### src/rtl/i2c_reg_pkg.sv
package i2c_reg_pkg;

  typedef enum logic [1:0] {OP_PROBE = 2'd0, OP_WRITE = 2'd1, OP_READ = 2'd2, OP_RSVD = 2'd3} op_e;
  typedef enum logic [1:0] {PH_IDLE, PH_START, PH_BIT, PH_STOP} phase_e;
  typedef enum logic [1:0] {K_START, K_WBYTE, K_RBYTE, K_STOP} kind_e;

  // byte source: 0 addr+W, 1 offset, 2 write data, 3 addr+R
  typedef struct packed {
    kind_e      kind;
    logic [1:0] sel;
  } step_t;

  typedef struct packed {
    op_e        op;
    logic [6:0] addr;
    logic [7:0] rg;
    logic [7:0] wd;
  } cmd_t;

  typedef struct packed {
    phase_e     phase;
    logic [1:0] seg;
    logic [3:0] bit_idx;
    logic [2:0] step;
    kind_e      kind;
    logic [7:0] sh;
    logic       scl;
    logic       sda;
    logic       nack;
    logic       err;
    logic [7:0] rdata;
  } ctl_t;

  function automatic step_t plan_step(op_e op, logic [2:0] idx);
    step_t s;
    s = '{kind: K_STOP, sel: 2'd0};
    unique case (op)
      OP_WRITE: unique case (idx)
        3'd0: s.kind = K_START;
        3'd1: s = '{kind: K_WBYTE, sel: 2'd0};
        3'd2: s = '{kind: K_WBYTE, sel: 2'd1};
        3'd3: s = '{kind: K_WBYTE, sel: 2'd2};
        default: s.kind = K_STOP;
      endcase
      OP_READ: unique case (idx)
        3'd0: s.kind = K_START;
        3'd1: s = '{kind: K_WBYTE, sel: 2'd0};
        3'd2: s = '{kind: K_WBYTE, sel: 2'd1};
        3'd3: s.kind = K_START;
        3'd4: s = '{kind: K_WBYTE, sel: 2'd3};
        3'd5: s = '{kind: K_RBYTE, sel: 2'd0};
        default: s.kind = K_STOP;
      endcase
      default: unique case (idx)
        3'd0: s.kind = K_START;
        3'd1: s = '{kind: K_WBYTE, sel: 2'd0};
        default: s.kind = K_STOP;
      endcase
    endcase
    return s;
  endfunction

endpackage

### src/rtl/i2c_qtr_timer.sv
module i2c_qtr_timer #(
  parameter int unsigned QTR_CYC = 312,
  parameter int unsigned MAX_QTR = 4
) (
  input  logic       clk_i,
  input  logic       rst_ni,
  input  logic       load_i,
  input  logic [2:0] quarters_i,
  output logic       expire_o
);
  localparam int unsigned SPAN  = MAX_QTR * QTR_CYC;
  localparam int unsigned CNT_W = $clog2(SPAN);

  logic [CNT_W-1:0] cnt_q;

  always_ff @(posedge clk_i or negedge rst_ni) begin
    if (!rst_ni)               cnt_q <= '0;
    else if (load_i)           cnt_q <= CNT_W'(32'(quarters_i) * QTR_CYC - 32'd1);
    else if (cnt_q != '0)      cnt_q <= cnt_q - 1'b1;
  end

  assign expire_o = (cnt_q == '0);

  initial begin
    if (QTR_CYC < 2) $error("QTR_CYC must be at least 2");
  end

  a_r2_quarter_range: assert property (@(posedge clk_i) disable iff (!rst_ni)
    load_i |-> (quarters_i >= 3'd1 && 32'(quarters_i) <= MAX_QTR));
  a_r2_count_bound: assert property (@(posedge clk_i) disable iff (!rst_ni)
    32'(cnt_q) < SPAN);
endmodule

### src/rtl/i2c_pin_map.sv
module i2c_pin_map #(
  parameter int unsigned SYNC_STAGES = 2
) (
  input  logic clk_i,
  input  logic rst_ni,
  input  logic swap_i,
  input  logic scl_lvl_i,
  input  logic sda_lvl_i,
  input  logic scl_pin_i,
  input  logic sda_pin_i,
  output logic scl_pin_low_o,
  output logic sda_pin_low_o,
  output logic scl_sense_o,
  output logic sda_sense_o
);
  logic [SYNC_STAGES-1:0] pa_s, pb_s;

  generate
    if (SYNC_STAGES == 1) begin : g_one
      always_ff @(posedge clk_i or negedge rst_ni) begin
        if (!rst_ni) begin pa_s <= '1; pb_s <= '1; end
        else begin pa_s <= scl_pin_i; pb_s <= sda_pin_i; end
      end
    end else begin : g_chain
      always_ff @(posedge clk_i or negedge rst_ni) begin
        if (!rst_ni) begin pa_s <= '1; pb_s <= '1; end
        else begin
          pa_s <= {pa_s[SYNC_STAGES-2:0], scl_pin_i};
          pb_s <= {pb_s[SYNC_STAGES-2:0], sda_pin_i};
        end
      end
    end
  endgenerate

  // release = 1 means the pin floats high
  assign scl_pin_low_o = swap_i ? !sda_lvl_i : !scl_lvl_i;
  assign sda_pin_low_o = swap_i ? !scl_lvl_i : !sda_lvl_i;
  assign scl_sense_o   = swap_i ? pb_s[SYNC_STAGES-1] : pa_s[SYNC_STAGES-1];
  assign sda_sense_o   = swap_i ? pa_s[SYNC_STAGES-1] : pb_s[SYNC_STAGES-1];
endmodule

### src/rtl/i2c_reg_master.sv
module i2c_reg_master
  import i2c_reg_pkg::*;
#(
  parameter int unsigned CLK_HZ      = 125_000_000,
  parameter int unsigned BUS_HZ      = 100_000,
  parameter int unsigned SYNC_STAGES = 2
) (
  input  logic       clk_i,
  input  logic       rst_ni,
  input  logic       cmd_valid_i,
  input  logic [1:0] cmd_op_i,
  input  logic [6:0] dev_addr_i,
  input  logic [7:0] reg_addr_i,
  input  logic [7:0] wdata_i,
  input  logic       swap_i,
  output logic [7:0] rdata_o,
  output logic       done_o,
  output logic       err_o,
  output logic       scl_pin_low_o,
  output logic       sda_pin_low_o,
  input  logic       scl_pin_i,
  input  logic       sda_pin_i
);
  localparam int unsigned QTR_CYC = CLK_HZ / (4 * BUS_HZ);

  localparam ctl_t CTL_RST = '{phase: PH_IDLE, seg: 2'd0, bit_idx: 4'd0, step: 3'd0,
                               kind: K_START, sh: 8'h00, scl: 1'b1, sda: 1'b1,
                               nack: 1'b0, err: 1'b0, rdata: 8'h00};

  ctl_t  c_q, c_d;
  cmd_t  k_q, k_d;
  logic  done_q, done_d;
  logic  tmr_load, tmr_exp;
  logic  [2:0] tmr_qtrs;
  logic  scl_sense, sda_sense;
  step_t nxt_st;
  logic  go_next, go_stop;
  logic  [7:0] sel_byte;

  i2c_qtr_timer #(.QTR_CYC(QTR_CYC), .MAX_QTR(4)) i_timer (
    .clk_i, .rst_ni, .load_i(tmr_load), .quarters_i(tmr_qtrs), .expire_o(tmr_exp)
  );

  i2c_pin_map #(.SYNC_STAGES(SYNC_STAGES)) i_pins (
    .clk_i, .rst_ni, .swap_i,
    .scl_lvl_i(c_q.scl), .sda_lvl_i(c_q.sda),
    .scl_pin_i, .sda_pin_i,
    .scl_pin_low_o, .sda_pin_low_o,
    .scl_sense_o(scl_sense), .sda_sense_o(sda_sense)
  );

  always_comb begin
    nxt_st = plan_step(k_q.op, c_q.step + 3'd1);
    unique case (nxt_st.sel)
      2'd0:    sel_byte = {k_q.addr, 1'b0};
      2'd1:    sel_byte = k_q.rg;
      2'd2:    sel_byte = k_q.wd;
      default: sel_byte = {k_q.addr, 1'b1};
    endcase
  end

  always_comb begin
    c_d      = c_q;
    k_d      = k_q;
    done_d   = 1'b0;
    tmr_load = 1'b0;
    tmr_qtrs = 3'd1;
    go_next  = 1'b0;
    go_stop  = 1'b0;

    unique case (c_q.phase)
      PH_IDLE: if (cmd_valid_i) begin
        k_d       = '{op: op_e'(cmd_op_i), addr: dev_addr_i, rg: reg_addr_i, wd: wdata_i};
        c_d.err   = 1'b0;
        c_d.phase = PH_START;
        c_d.kind  = K_START;
        c_d.seg   = 2'd0;
        c_d.step  = 3'd0;
        c_d.scl   = 1'b1;
        c_d.sda   = 1'b1;
        tmr_load  = 1'b1;
        tmr_qtrs  = 3'd4;
      end
      PH_START: if (tmr_exp) begin
        if (c_q.seg == 2'd0) begin
          c_d.seg  = 2'd1;
          c_d.sda  = 1'b0;
          tmr_load = 1'b1;
        end else begin
          go_next = 1'b1;
        end
      end
      PH_BIT: if (tmr_exp) begin
        unique case (c_q.seg)
          2'd0: begin
            c_d.seg  = 2'd1;
            c_d.scl  = 1'b1;
            tmr_load = 1'b1;
            tmr_qtrs = 3'd2;
          end
          2'd1: begin
            c_d.seg  = 2'd2;
            c_d.scl  = 1'b0;
            tmr_load = 1'b1;
            // sense path lags the pin, so this still reflects the high phase
            if (c_q.kind == K_RBYTE && c_q.bit_idx != 4'd8) c_d.sh = {c_q.sh[6:0], sda_sense};
            if (c_q.kind == K_WBYTE && c_q.bit_idx == 4'd8) c_d.nack = sda_sense;
          end
          default: begin
            if (c_q.bit_idx != 4'd8) begin
              c_d.bit_idx = c_q.bit_idx + 4'd1;
              c_d.seg     = 2'd0;
              tmr_load    = 1'b1;
              if (c_q.kind == K_WBYTE) begin
                c_d.sh  = {c_q.sh[6:0], 1'b0};
                c_d.sda = (c_q.bit_idx < 4'd7) ? c_q.sh[6] : 1'b1;
              end else begin
                c_d.sda = 1'b1;
              end
            end else if (c_q.kind == K_WBYTE && c_q.nack) begin
              c_d.err = 1'b1;
              go_stop = 1'b1;
            end else begin
              if (c_q.kind == K_RBYTE) c_d.rdata = c_q.sh;
              go_next = 1'b1;
            end
          end
        endcase
      end
      default: if (tmr_exp) begin
        unique case (c_q.seg)
          2'd0: begin
            c_d.seg  = 2'd1;
            c_d.scl  = 1'b1;
            tmr_load = 1'b1;
            tmr_qtrs = 3'd2;
          end
          2'd1: begin
            c_d.seg  = 2'd2;
            c_d.sda  = 1'b1;
            tmr_load = 1'b1;
          end
          default: begin
            c_d.phase = PH_IDLE;
            c_d.seg   = 2'd0;
            done_d    = 1'b1;
          end
        endcase
      end
    endcase

    if (go_stop || (go_next && nxt_st.kind == K_STOP)) begin
      if (go_next) c_d.step = c_q.step + 3'd1;
      c_d.phase = PH_STOP;
      c_d.kind  = K_STOP;
      c_d.seg   = 2'd0;
      c_d.scl   = 1'b0;
      c_d.sda   = 1'b0;
      tmr_load  = 1'b1;
      tmr_qtrs  = 3'd1;
    end else if (go_next) begin
      c_d.step    = c_q.step + 3'd1;
      c_d.kind    = nxt_st.kind;
      c_d.seg     = 2'd0;
      c_d.bit_idx = 4'd0;
      tmr_load    = 1'b1;
      if (nxt_st.kind == K_START) begin
        c_d.phase = PH_START;
        c_d.scl   = 1'b1;
        c_d.sda   = 1'b1;
        tmr_qtrs  = 3'd4;
      end else begin
        c_d.phase = PH_BIT;
        c_d.scl   = 1'b0;
        c_d.sh    = sel_byte;
        c_d.sda   = (nxt_st.kind == K_WBYTE) ? sel_byte[7] : 1'b1;
        tmr_qtrs  = 3'd1;
      end
    end
  end

  always_ff @(posedge clk_i or negedge rst_ni) begin
    if (!rst_ni) begin
      c_q    <= CTL_RST;
      k_q    <= '{op: OP_PROBE, addr: 7'd0, rg: 8'd0, wd: 8'd0};
      done_q <= 1'b0;
    end else begin
      c_q    <= c_d;
      k_q    <= k_d;
      done_q <= done_d;
    end
  end

  assign rdata_o = c_q.rdata;
  assign done_o  = done_q;
  assign err_o   = c_q.err;

  a_r1_idle_released: assert property (@(posedge clk_i) disable iff (!rst_ni)
    (c_q.phase == PH_IDLE) |-> (!scl_pin_low_o && !sda_pin_low_o));
  a_r10_done_single: assert property (@(posedge clk_i) disable iff (!rst_ni)
    done_o |=> !done_o);
  a_r9_cmd_frozen: assert property (@(posedge clk_i) disable iff (!rst_ni)
    (c_q.phase != PH_IDLE) |=> ($stable(k_q.op) && $stable(k_q.addr) && $stable(k_q.rg)));
  a_r6_nack_to_stop: assert property (@(posedge clk_i) disable iff (!rst_ni)
    $rose(err_o) |-> (c_q.phase == PH_STOP && c_q.seg == 2'd0));
  a_r7_data_hold: assert property (@(posedge clk_i) disable iff (!rst_ni)
    (c_q.phase == PH_BIT && $past(c_q.phase == PH_BIT) && c_q.scl && $past(c_q.scl))
      |-> $stable(c_q.sda));
endmodule

### config.mk
export PLATFORM = sky130hd
export DESIGN_NAME = i2c_reg_master
export DESIGN_NICKNAME = d
export VERILOG_FILES = /design/src/rtl/i2c_reg_pkg.sv /design/src/rtl/i2c_qtr_timer.sv /design/src/rtl/i2c_pin_map.sv /design/src/rtl/i2c_reg_master.sv
export SDC_FILE = /design/constraint.sdc
export NUM_CORES = 1
export LEC_CHECK = 0
export ABC_AREA = 0
export BUFFER_PORTS_ARGS = -buffer_cell sky130_fd_sc_hd__buf_2
export CAP_MARGIN = 10
export CORE_MARGIN = 2
export CORE_UTILIZATION = 44
export CTS_CLUSTER_SIZE = 14
export DETAILED_ROUTE_END_ITERATION = 7
export GPL_ROUTABILITY_DRIVEN = 0
export GPL_TIMING_DRIVEN = 0
export SYNTH_ARGS = -nofsm -noshare
export SYNTH_HDL_FRONTEND = slang
export SYNTH_SLANG_ARGS = --single-unit
### constraint.sdc
create_clock -name clk_i -period 8.58 [get_ports clk_i]
set_input_delay 0.858 -clock clk_i [delete_from_list [all_inputs] [get_ports clk_i]]
set_output_delay 0.858 -clock clk_i [all_outputs]
set_load 0.02 [all_outputs]
# Yosys cells after proc, flatten, opt, wreduce, memory -nomap -nowiden
# Index checks and enable logic that the tools add are counted.
totals:
  regBits: 74
  in_bits: 31
  out_inout_bits: 12
  wordCells: 200
classes:
  addsub: 4
  multipliers: 1
  n_lt_le_gt_ge: 1
  n_eq_ne: 34
  mux: 102
  bitwise: 3
  reduce_logical: 36
op_table:
  columns: ["op", "n"]
  rows:
  - ["$mux 8", 8]
  - ["$mux 1", 40]
  - ["$mux 6", 5]
  - ["$pmux 2 s2", 7]
  - ["$mux 4", 6]
  - ["$pmux 8 s3", 1]
  - ["$reduce_and 6->1", 4]
  - ["$mux 23", 1]
  - ["$mux 11", 2]
  - ["$sub 11x1->11 const B", 2]
  - ["$mux 2", 10]
  - ["$mux 20", 1]
  - ["$ne 4x4->1 const B", 5]
  - ["$mux 9", 2]
  - ["$pmux 8 s2", 1]
  - ["$mux 3", 5]
  - ["$mux 5", 3]
  - ["$eq 2x1->1 const B", 6]
  - ["$pmux 2 s3", 2]
  - ["$logic_not 11->1", 1]
  - ["$reduce_bool 11->1", 1]
  - ["$eq 2x2->1 const B", 5]
  - ["$pmux 1 s3", 3]
  - ["$reduce_or 3->1", 3]
  - ["34 further kinds", 57]

# Longest topological paths before layout
# Gate-level depths: netlist of run 1.
logic_depth:
  depth_word: 13
  mapped_depth: 20
  ltp_nobuf: 18

# Modules after synthesis
# A second synthesis of run 1 with hierarchy kept.
hier_totals:
  cells_unflattened: 456
  hier_area_um2: 4715.8
by_module_without_submodules:
  columns: ["mod", "n_inst", "cells_per_inst", "area_each_um2", "seq_area_each_um2"]
  rows:
  - ["i2c_reg_master", 1, 347, 3588.4, 1478.9]
  - ["i2c_qtr_timer", 1, 101, 979.7, 275.3]
  - ["i2c_pin_map", 1, 8, 147.6, 105.1]

# Worst setup path before layout of run 1
# OpenSTA, ideal clock, no wires.
synth_path:
  kind: "register to register"
  from: "reg c_q[25] in the netlist's numbering"
  to: "reg i_timer.cnt_q[9]"
  setup_ns: 0.126
  t_arrival_ns: 4.440
  required_ns: 8.454
  path_slack_ns: 4.014
  stages_incl_launch_ff: 17
  path_buffers: 1
  period_less_slack_ns: 4.566
  path_cell_list: "dfrtp_1 -> inv_1 -> ha_1 -> and3b_1 -> buf_2 -> a32o_2 -> nand3_4 -> or2_1 -> o21ai_0 -> fa_1 -> inv_1 -> ha_1 -> fa_1 -> nor3b_1 -> nand2_1 -> a211o_1 -> a221o_1"
synth_via:
  elab_chain_len: 11
  word_cells_on_any_way: 23
  cone_classes: "add/sub: 1; mul: 1; eq/ne: 1; mux: 17; reduce/logical: 3"
synth_lines:
  columns: ["element", "line", "text"]
  rows:
  - ["from (decl)", "i2c_reg_master.sv:30", "ctl_t c_q, c_d;"]
  - ["from (signal assigned)", "i2c_reg_master.sv:184", "c_q <= CTL_RST;"]
  - ["from (signal assigned)", "i2c_reg_master.sv:188", "c_q <= c_d;"]
  - ["$ne 4x4->1 (*)", "i2c_reg_master.sv:110", "if (c_q.bit_idx != 4'd8) begin"]
  - ["$mux 1", "i2c_reg_master.sv:110", null]
  - ["$mux 1", "i2c_reg_master.sv:94", "unique case (c_q.seg)"]
  - ["$mux 1", "i2c_reg_master.sv:93", "PH_BIT: if (tmr_exp) begin"]
  - ["$pmux 1 s2", "i2c_reg_master.sv:71", "unique case (c_q.phase)"]
  - ["$logic_and 1x1->1", "i2c_reg_master.sv:152", "if (go_stop || (go_next && nxt_st.kind == K_STOP)) begin"]
  - ["$logic_or 1x1->1", "i2c_reg_master.sv:152", null]
  - ["$mux 3", "i2c_reg_master.sv:152", null]
  - ["$mul 3x6->8", "i2c_qtr_timer.sv:18", "else if (load_i) cnt_q <= CNT_W'(32'(quarters_i) * QTR_CYC - 32'd1);"]
  - ["$sub 11x1->11", "i2c_qtr_timer.sv:18", null]
  - ["$mux 11", "i2c_qtr_timer.sv:18", null]
  - ["to (signal assigned)", "i2c_qtr_timer.sv:18", null]
  - ["to (signal assigned)", "i2c_qtr_timer.sv:19", "else if (cnt_q != '0) cnt_q <= cnt_q - 1'b1;"]
  - ["to (decl)", "i2c_qtr_timer.sv:14", "logic [CNT_W-1:0] cnt_q;"]
# Every way passes the cells marked *; elsewhere a longest branch is shown, timed or not.
# A chain may end at the register's enable or synchronous reset.

# Final worst setup path of run 1
layout_path:
  from: "reg c_q[22] in the netlist's numbering"
  to: "reg i_timer.cnt_q[9]"
layout_via:
  elab_chain_len: 12
  word_cells_on_any_way: 26
  cone_classes: "add/sub: 2; mul: 1; eq/ne: 6; mux: 9; reduce/logical: 8"
layout_lines:
  columns: ["element", "line", "text"]
  rows:
  - ["$add 3x1->3 (*)", "i2c_reg_master.sv:53", "nxt_st = plan_step(k_q.op, c_q.step + 3'd1);"]
  - ["$eq 3x1->1, or another cell as far along", "i2c_reg_pkg.sv:38, i2c_reg_pkg.sv:45, i2c_reg_pkg.sv:54", null]
  - ["$reduce_or 3->1 (no source line) / $reduce_or 2->1 (equally long branches)", null, null]
  - ["$pmux 2 s3 / $pmux 2 s2 (equally long branches)", "i2c_reg_pkg.sv:45, i2c_reg_pkg.sv:38", null]
  - ["$pmux 4 s2 (*)", "i2c_reg_pkg.sv:37", "unique case (op)"]
  - ["$logic_not 2->1 / $eq 2x2->1 (equally long branches)", "i2c_reg_master.sv:167, i2c_reg_master.sv:152", null]
  - ["$mux 3 / $logic_and 1x1->1 (equally long branches)", "i2c_reg_master.sv:167, i2c_reg_master.sv:152", null]
  - ["$mux 3 / $logic_or 1x1->1 (equally long branches)", "i2c_reg_master.sv:161, i2c_reg_master.sv:152", null]
  - ["$mux 3", "i2c_reg_master.sv:152", null]
  - ["$mul 3x6->8", "i2c_qtr_timer.sv:18", null]
  - ["$sub 11x1->11", "i2c_qtr_timer.sv:18", null]
  - ["$mux 11", "i2c_qtr_timer.sv:18", null]
# Marks and branches as above.

==> impl_metrics.tcl, run 1 <==
set metrics [dict create \
    start_util_pct 45.6 \
    row_count 36 \
    async_flop_share_pct 100 \
    grt_pass1_wl_um 16900 \
    grt-ovfl-total 0 \
    cp_slowest_cell "o21ai_0" \
    outcome "complete, no violations" \
    synth-compound-area-share_pct 14.2 \
    fmax_mhz 180 \
    die-area_sq_mm 0.0110 \
    diodes 0 \
    drc 0 \
    grt_pass1_vias 3472 \
    end_kind "register" \
    cts_setup_buffers 0 \
    die_x_um 105 \
    clk_pin_slew_worst_paths_ns 0.09 \
    syn_inst 449 \
    path_cells "ha_1, xor2_1, nor2_1, a21oi_1, a31oi_1, o21ai_0, fa_1, inv_1, ha_1, fa_1, nor3b_1, nand2_1, a211o_1, a221o_1" \
    place_ws_ns 3.06 \
    final-setup-viol-count 0 \
    rsz0062_at_grt "no" \
    finalSetupTns_ns 0 \
    synthXorXnorAreaFrac_pct 2.14 \
    ys_types 60 \
    grt_max_degree 57 \
    cts_tree "done" \
    cts_resized 0 \
    crit_arrival_ns 5.83 \
    pin_count 43 \
    finalCriticalPeriod_ns 5.57 \
    synth_edf_count 0 \
    drive_gt1_share_pct 24.6 \
    rrSetupSlack_ns 3.01 \
    final_common_cell "dfrtp_1" \
    multiInputGateArea_sq_mm 0.00242 \
    tightest_slew_ns 1.22 \
    worst_slack_ns 3.01 \
    root_buffer "clkbuf_8" \
    synth_top_family_by_area "simple AND/OR/NAND/NOR gates" \
    avgSynthCellArea_sq_um 10.0 \
    peakVddDrop_mv 0.158 \
    synth_area_sq_mm 0.00450 \
    antenna_found_initial 0 \
    timing_worst_setup_path_type "register to register" \
    path_buf_inv 1 \
    final_cell_mix "dfrtp_1, buf_2, mux2_2, nand2_1, a21oi_1" \
    cts_htree_levels 3 \
    drt_iter0_markers 162 \
    die_y_um 105 \
    cp_top_family "compound AO/OA/AOI/OAI gates" \
    routedWlPerCell_um 15.8 \
    dp_hpwl_um 7340 \
    dp.cells 625 \
    ys_ff_latch 74 \
    cts.sinks 74 \
    final_antenna_net_count 0 \
    syn_nets 506 \
    slew_headroom_pct 18.0 \
    r2r_cells 14 \
    clock_path_buffers 2 \
    cts_hold_buf 0 \
    routed_via_density 5.44 \
    min_path_type "input port to async pin" \
    finalCritPeriodShare_pct 64.9 \
    fin_skew_ns 0.0170 \
    seq_area_sq_mm 0.00186 \
    yosysSeqAreaShare_pct 41.3 \
    start_kind "register" \
    synth.area.mux_share_pct 13.2 \
    power.leakage_nw 2.35 \
    clk_latency_ns 0.38 \
    required_ns 8.84 \
    core_sq_mm 0.00986 \
    nNetsFinal 560 \
    finalHoldViolCount 0 \
    port-buffer-count 42 \
    slew_violations 0 \
    drt_wl_total_um 10100 \
    cap_violations 0 \
    rr_endpoint "i_timer.cnt_q[9]" \
    power_density_mw_per_mm2 241 \
    synth-simple-area-share_pct 16.5 \
    synthFlopType "dfrtp_1" \
    first_pass_iters 4 \
    vias 3484 \
    ys_warn_count 0 \
    grt_usage_pct 19.3 \
    cts_buffers 9 \
    n_fill_cell 919 \
    finalNonFillerCells 641 \
    synthAdderAreaFrac_pct 7.74 \
    worstPathMaxFanout 9 \
    max_stage_delay_ns 1.03 \
    area_delta_synth_final_pct 13.0 \
    r2r-start "c_q[22]" \
]
[final cells by class]
type	instances	area share [%]
Buffer	25	2.71
Tap cell	133	3.27
Clock buffer	10	2.71
Clock inverter	6	0.837
Inverter	21	1.55
Sequential cell	74	36.6
Timing Repair Buffer	43	4.73
Multi-Input combinational cell	329	47.6
[layer usage]
layer | global-route usage, % | wire length [um] | up-vias
met5 | 0 | 0 | -
met4 | 6.57 | 187 | 0
li1 | - | - | 1714
met1 | 26.4 | 4960 | 1671
met3 | 5.24 | 450 | 18
met2 | 29.5 | 4510 | 81
[kinds of logic after synthesis]
group	count (synthesis)
AND/OR/NAND/NOR	137
AO/OA/AOI/OAI	100
flip-flops	74
multiplexers	55
buffers and inverters	46
adder cells (fa/ha/maj)	26
XOR/XNOR	11
[metrics by stage]
step,util (%),total power [mW],hold WS [ns],cell area (sq um)
after detailed placement,49.7,0.973,0.351,4900
after global placement,49.4,0.955,0.350,4870
after global routing,51.5,1.31,0.366,5080
after floorplan,-,0.855,0.345,4500
final,51.5,1.22,0.359,5080
after CTS,51.5,1.23,0.356,5080
[worst max-delay path by stage]
stage	slack [ns]	from	endpoint	depth (start not counted)
after floorplan	4.01	c_q[25]	i_timer.cnt_q[9]	16
after global placement	3.18	c_q[22]	i_timer.cnt_q[9]	14
after detailed placement	3.06	c_q[22]	i_timer.cnt_q[9]	14
after CTS	3.00	c_q[22]	i_timer.cnt_q[9]	14
after global routing	2.68	c_q[22]	i_timer.cnt_q[9]	14
final	3.01	c_q[22]	i_timer.cnt_q[9]	14
[registers in the layout (all words and copies together) (netlist names)]
signal	flops
i_pins.pb_s	2
err_o	1
done_o	1
k_q	25
c_q	24
i_pins.pa_s	2
rdata_o	8
i_timer.cnt_q	11
[power by group]
part | switching (mW) | total [mW] | internal [mW]
Sequential | 0.0724 | 0.521 | 0.448
Combinational | 0.248 | 0.447 | 0.200
Clock | 0.143 | 0.256 | 0.113
Total | 0.463 | 1.22 | 0.761
[cell usage after synthesis (3+ instances only)]
master    count  share of area, %
o211ai_1      6               1.0
a21o_1        5              0.83
and3_1        5              0.70
nand3b_1      3              0.50
nor2b_1       7              0.97
mux2_2       35               8.8
buf_4         8               1.3
o22ai_1       5              0.70
or3_1         3              0.42
inv_1        20               1.7
ha_1         23               6.4
o21ai_0      21               2.3
fa_1          3               1.3
a22oi_1       7               1.2
buf_2         5              0.56
nand2b_1      8               1.1
nand3_1      16               1.8
clkbuf_1     11              0.92
nand4_1       4              0.56
dfrtp_1      68                38
and4_1        3              0.58
a31oi_1       5              0.70
a21oi_1      30               3.3
nor3_1       12               1.3
mux2i_1      20               4.5
nor2_1       27               2.3
xor2_1        6               1.2
xnor2_1       5              0.97
nand2_1      34               2.8
dfstp_2       6               3.5
(Power assumes the default switching activity.)
==> inputs of run 2 (changes only) <==
==> constraint.sdc (replaced) <==
create_clock -name clk_i -period 5.5 [get_ports clk_i]
set_input_delay 0.55 -clock clk_i [delete_from_list [all_inputs] [get_ports clk_i]]
set_output_delay 0.55 -clock clk_i [all_outputs]
set_load 0.02 [all_outputs]
==> run 2 against run 1 <==
Compared with the run above: first-iteration DRC count rose by 6.2%; flip-flop and latch count stayed put; fmax rose by 9.0%; critical path type unchanged; largest cell class unchanged; largest power group unchanged; highest routed layer unchanged.
==> impl_metrics.tcl, run 2 (synthesized netlist as in run 1, its figures left out) <==
set metrics [dict create \
    clk_pin_slew_worst_paths_ns 0.09 \
    tightest_slew_ns 0.944 \
    largest-register "k_q" \
    cts_tree "done" \
    slew_headroom_pct 36.6 \
    final_cell_mix "dfrtp_1, buf_2, mux2_2, nand2_1, a21oi_1" \
    vias 3501 \
    grt_pass1_vias 3472 \
    p_sw_share_pct 37.9 \
    fmax_mhz 196 \
    grt_usage_pct 19.3 \
    slew_violations 0 \
    final-setup-viol-count 0 \
    dp_hpwl_um 7340 \
    p_int_mw 1.19 \
    required_ns 5.76 \
    drt_wl_total_um 10100 \
    crit_arrival_ns 5.37 \
    pin_count 43 \
    rsz0062_at_grt "no" \
    finalCritPeriodShare_pct 92.9 \
    port-buffer-count 42 \
    power.share.clock_pct 20.9 \
    drive_gt1_share_pct 24.8 \
    area_delta_synth_final_pct 13.1 \
    antenna_found_initial 0 \
    grt-ovfl-total 0 \
    end_kind "register" \
    cts.sinks 74 \
    finalCriticalPeriod_ns 5.11 \
    die-area_sq_mm 0.0110 \
    timing_worst_setup_path_type "register to register" \
    path_cells "ha_1, xor2_1, o22ai_1, o211ai_1, or2_1, o21ba_1, buf_6, inv_1, fa_1, inv_1, ha_1, fa_1, nor3b_1, nand2_1, a211o_1, a221o_1" \
    final_antenna_net_count 0 \
    grt_pass1_wl_um 16900 \
    cts_htree_levels 3 \
    worstPathMaxFanout 11 \
    outcome "complete, no violations" \
    nNetsFinal 560 \
    place_ws_ns -0.0234 \
    finalHoldViolCount 0 \
    grt_max_degree 57 \
    die_y_um 105 \
    clk_latency_ns 0.38 \
    diodes 0 \
    combPwrFrac_pct 36.6 \
    routed_via_density 5.46 \
    die_x_um 105 \
    max_stage_delay_ns 0.54 \
    fin_skew_ns 0.0161 \
    min_path_type "input port to async pin" \
    cts_hold_buf 0 \
    pwr-share-seq_pct 42.5 \
    drc 0 \
    row_count 36 \
    power.leakage_nw 2.35 \
    core_sq_mm 0.00986 \
    drt_iter0_markers 172 \
    power_density_mw_per_mm2 375 \
    postLayoutCellArea_sq_mm 0.00509 \
    final_common_cell "dfrtp_1" \
    clock_path_buffers 2 \
    cts_buffers 9 \
    start_kind "register" \
    peakVddDrop_mv 0.247 \
    largest_register_ffs 25 \
    cp_slowest_cell "nor3b_1" \
    power_switching_uw 723 \
    first_pass_iters 5 \
    placed_cell_area_sq_mm 0.00490 \
    largest_registers "k_q: 25 flops, c_q: 24 flops, i_timer.cnt_q: 11 flops" \
    start_util_pct 45.6 \
    routedWlPerCell_um 15.7 \
    finalSetupTns_ns 0 \
    rrSetupSlack_ns 0.39 \
    worst_slack_ns 0.388 \
    r2r_cells 16 \
    root_buffer "clkbuf_8" \
    cap_violations 0 \
]
[run 2: area by class of cell]
type                    count  area, sq um
plain buffers              25          138
clock buffers              10          138
clock inverters             6         42.5
fillers                   917         4780
inverters                  21         78.8
multi-input cells         329         2420
flip-flops and latches     74         1860
well taps                 133          166
repair buffers             43          240
[run 2: path summary, 6_finish.rpt]
check	from	end
worst max-delay path	c_q[22]	i_timer.cnt_q[9]
worst min register to register	i_pins.pa_s[0]	i_pins.pa_s[1]
worst max register to register	c_q[22]	i_timer.cnt_q[9]
min in group clk_i	sda_pin_i	i_pins.pb_s[0]
worst min-delay path	rst_ni	c_q[31]
max in group asynchronous	rst_ni	i_pins.pa_s[0]
[run 2: per-stage QoR]
stage / power [mW] / cells / util (%) / hold WS [ns]
global route: 2.05 / 641 / 51.6 / 0.0629
global placement: 1.49 / 624 / 49.4 / 0.350
CTS: 1.92 / 641 / 51.5 / 0.0476
floorplan: 1.33 / 449 / - / 0.254
detailed placement: 1.52 / 625 / 49.7 / 0.351
finish: 1.91 / 641 / 51.6 / 0.0518
[run 2: what timing repair did]
item,CTS,global route
buffers inserted,0,0
endpoints found under the setup margin,1,1
resized for setup,1,1
[run 2: power by group through the flow]
| stage | registers [mW] | logic [mW] | clock network, mW |
|---|---|---|---|
| 6_report | 0.812 | 0.699 | 0.398 |
| 5_1_grt | 0.836 | 0.782 | 0.427 |
| 4_1_cts | 0.813 | 0.697 | 0.411 |
| 3_5_place_dp | 0.823 | 0.694 | 0 |
| 3_3_place_gp | 0.816 | 0.673 | 0 |
| 2_1_floorplan | 0.793 | 0.542 | 0 |
[run 2: per-layer routing]
metal / vias to the layer above / share of wire (%) / wire length, um / global-route usage, %
li1: 1715 / - / - / -
met1: 1684 / 49 / 4940 / 26.4
met2: 84 / 45 / 4510 / 29.5
met3: 18 / 4.4 / 449 / 5.24
met4: 0 / 2.0 / 200 / 6.57
met5: - / 0 / 0 / 0
[run 2: critical path, delay by kind of cell (launching register included)]
kind	cells	cell delay, ns
fa+ha+maj	4	1.49
compound gates	5	1.33
simple gates	3	0.91
flops	1	0.52
xor+xnor	1	0.46
buf+inv	3	0.28
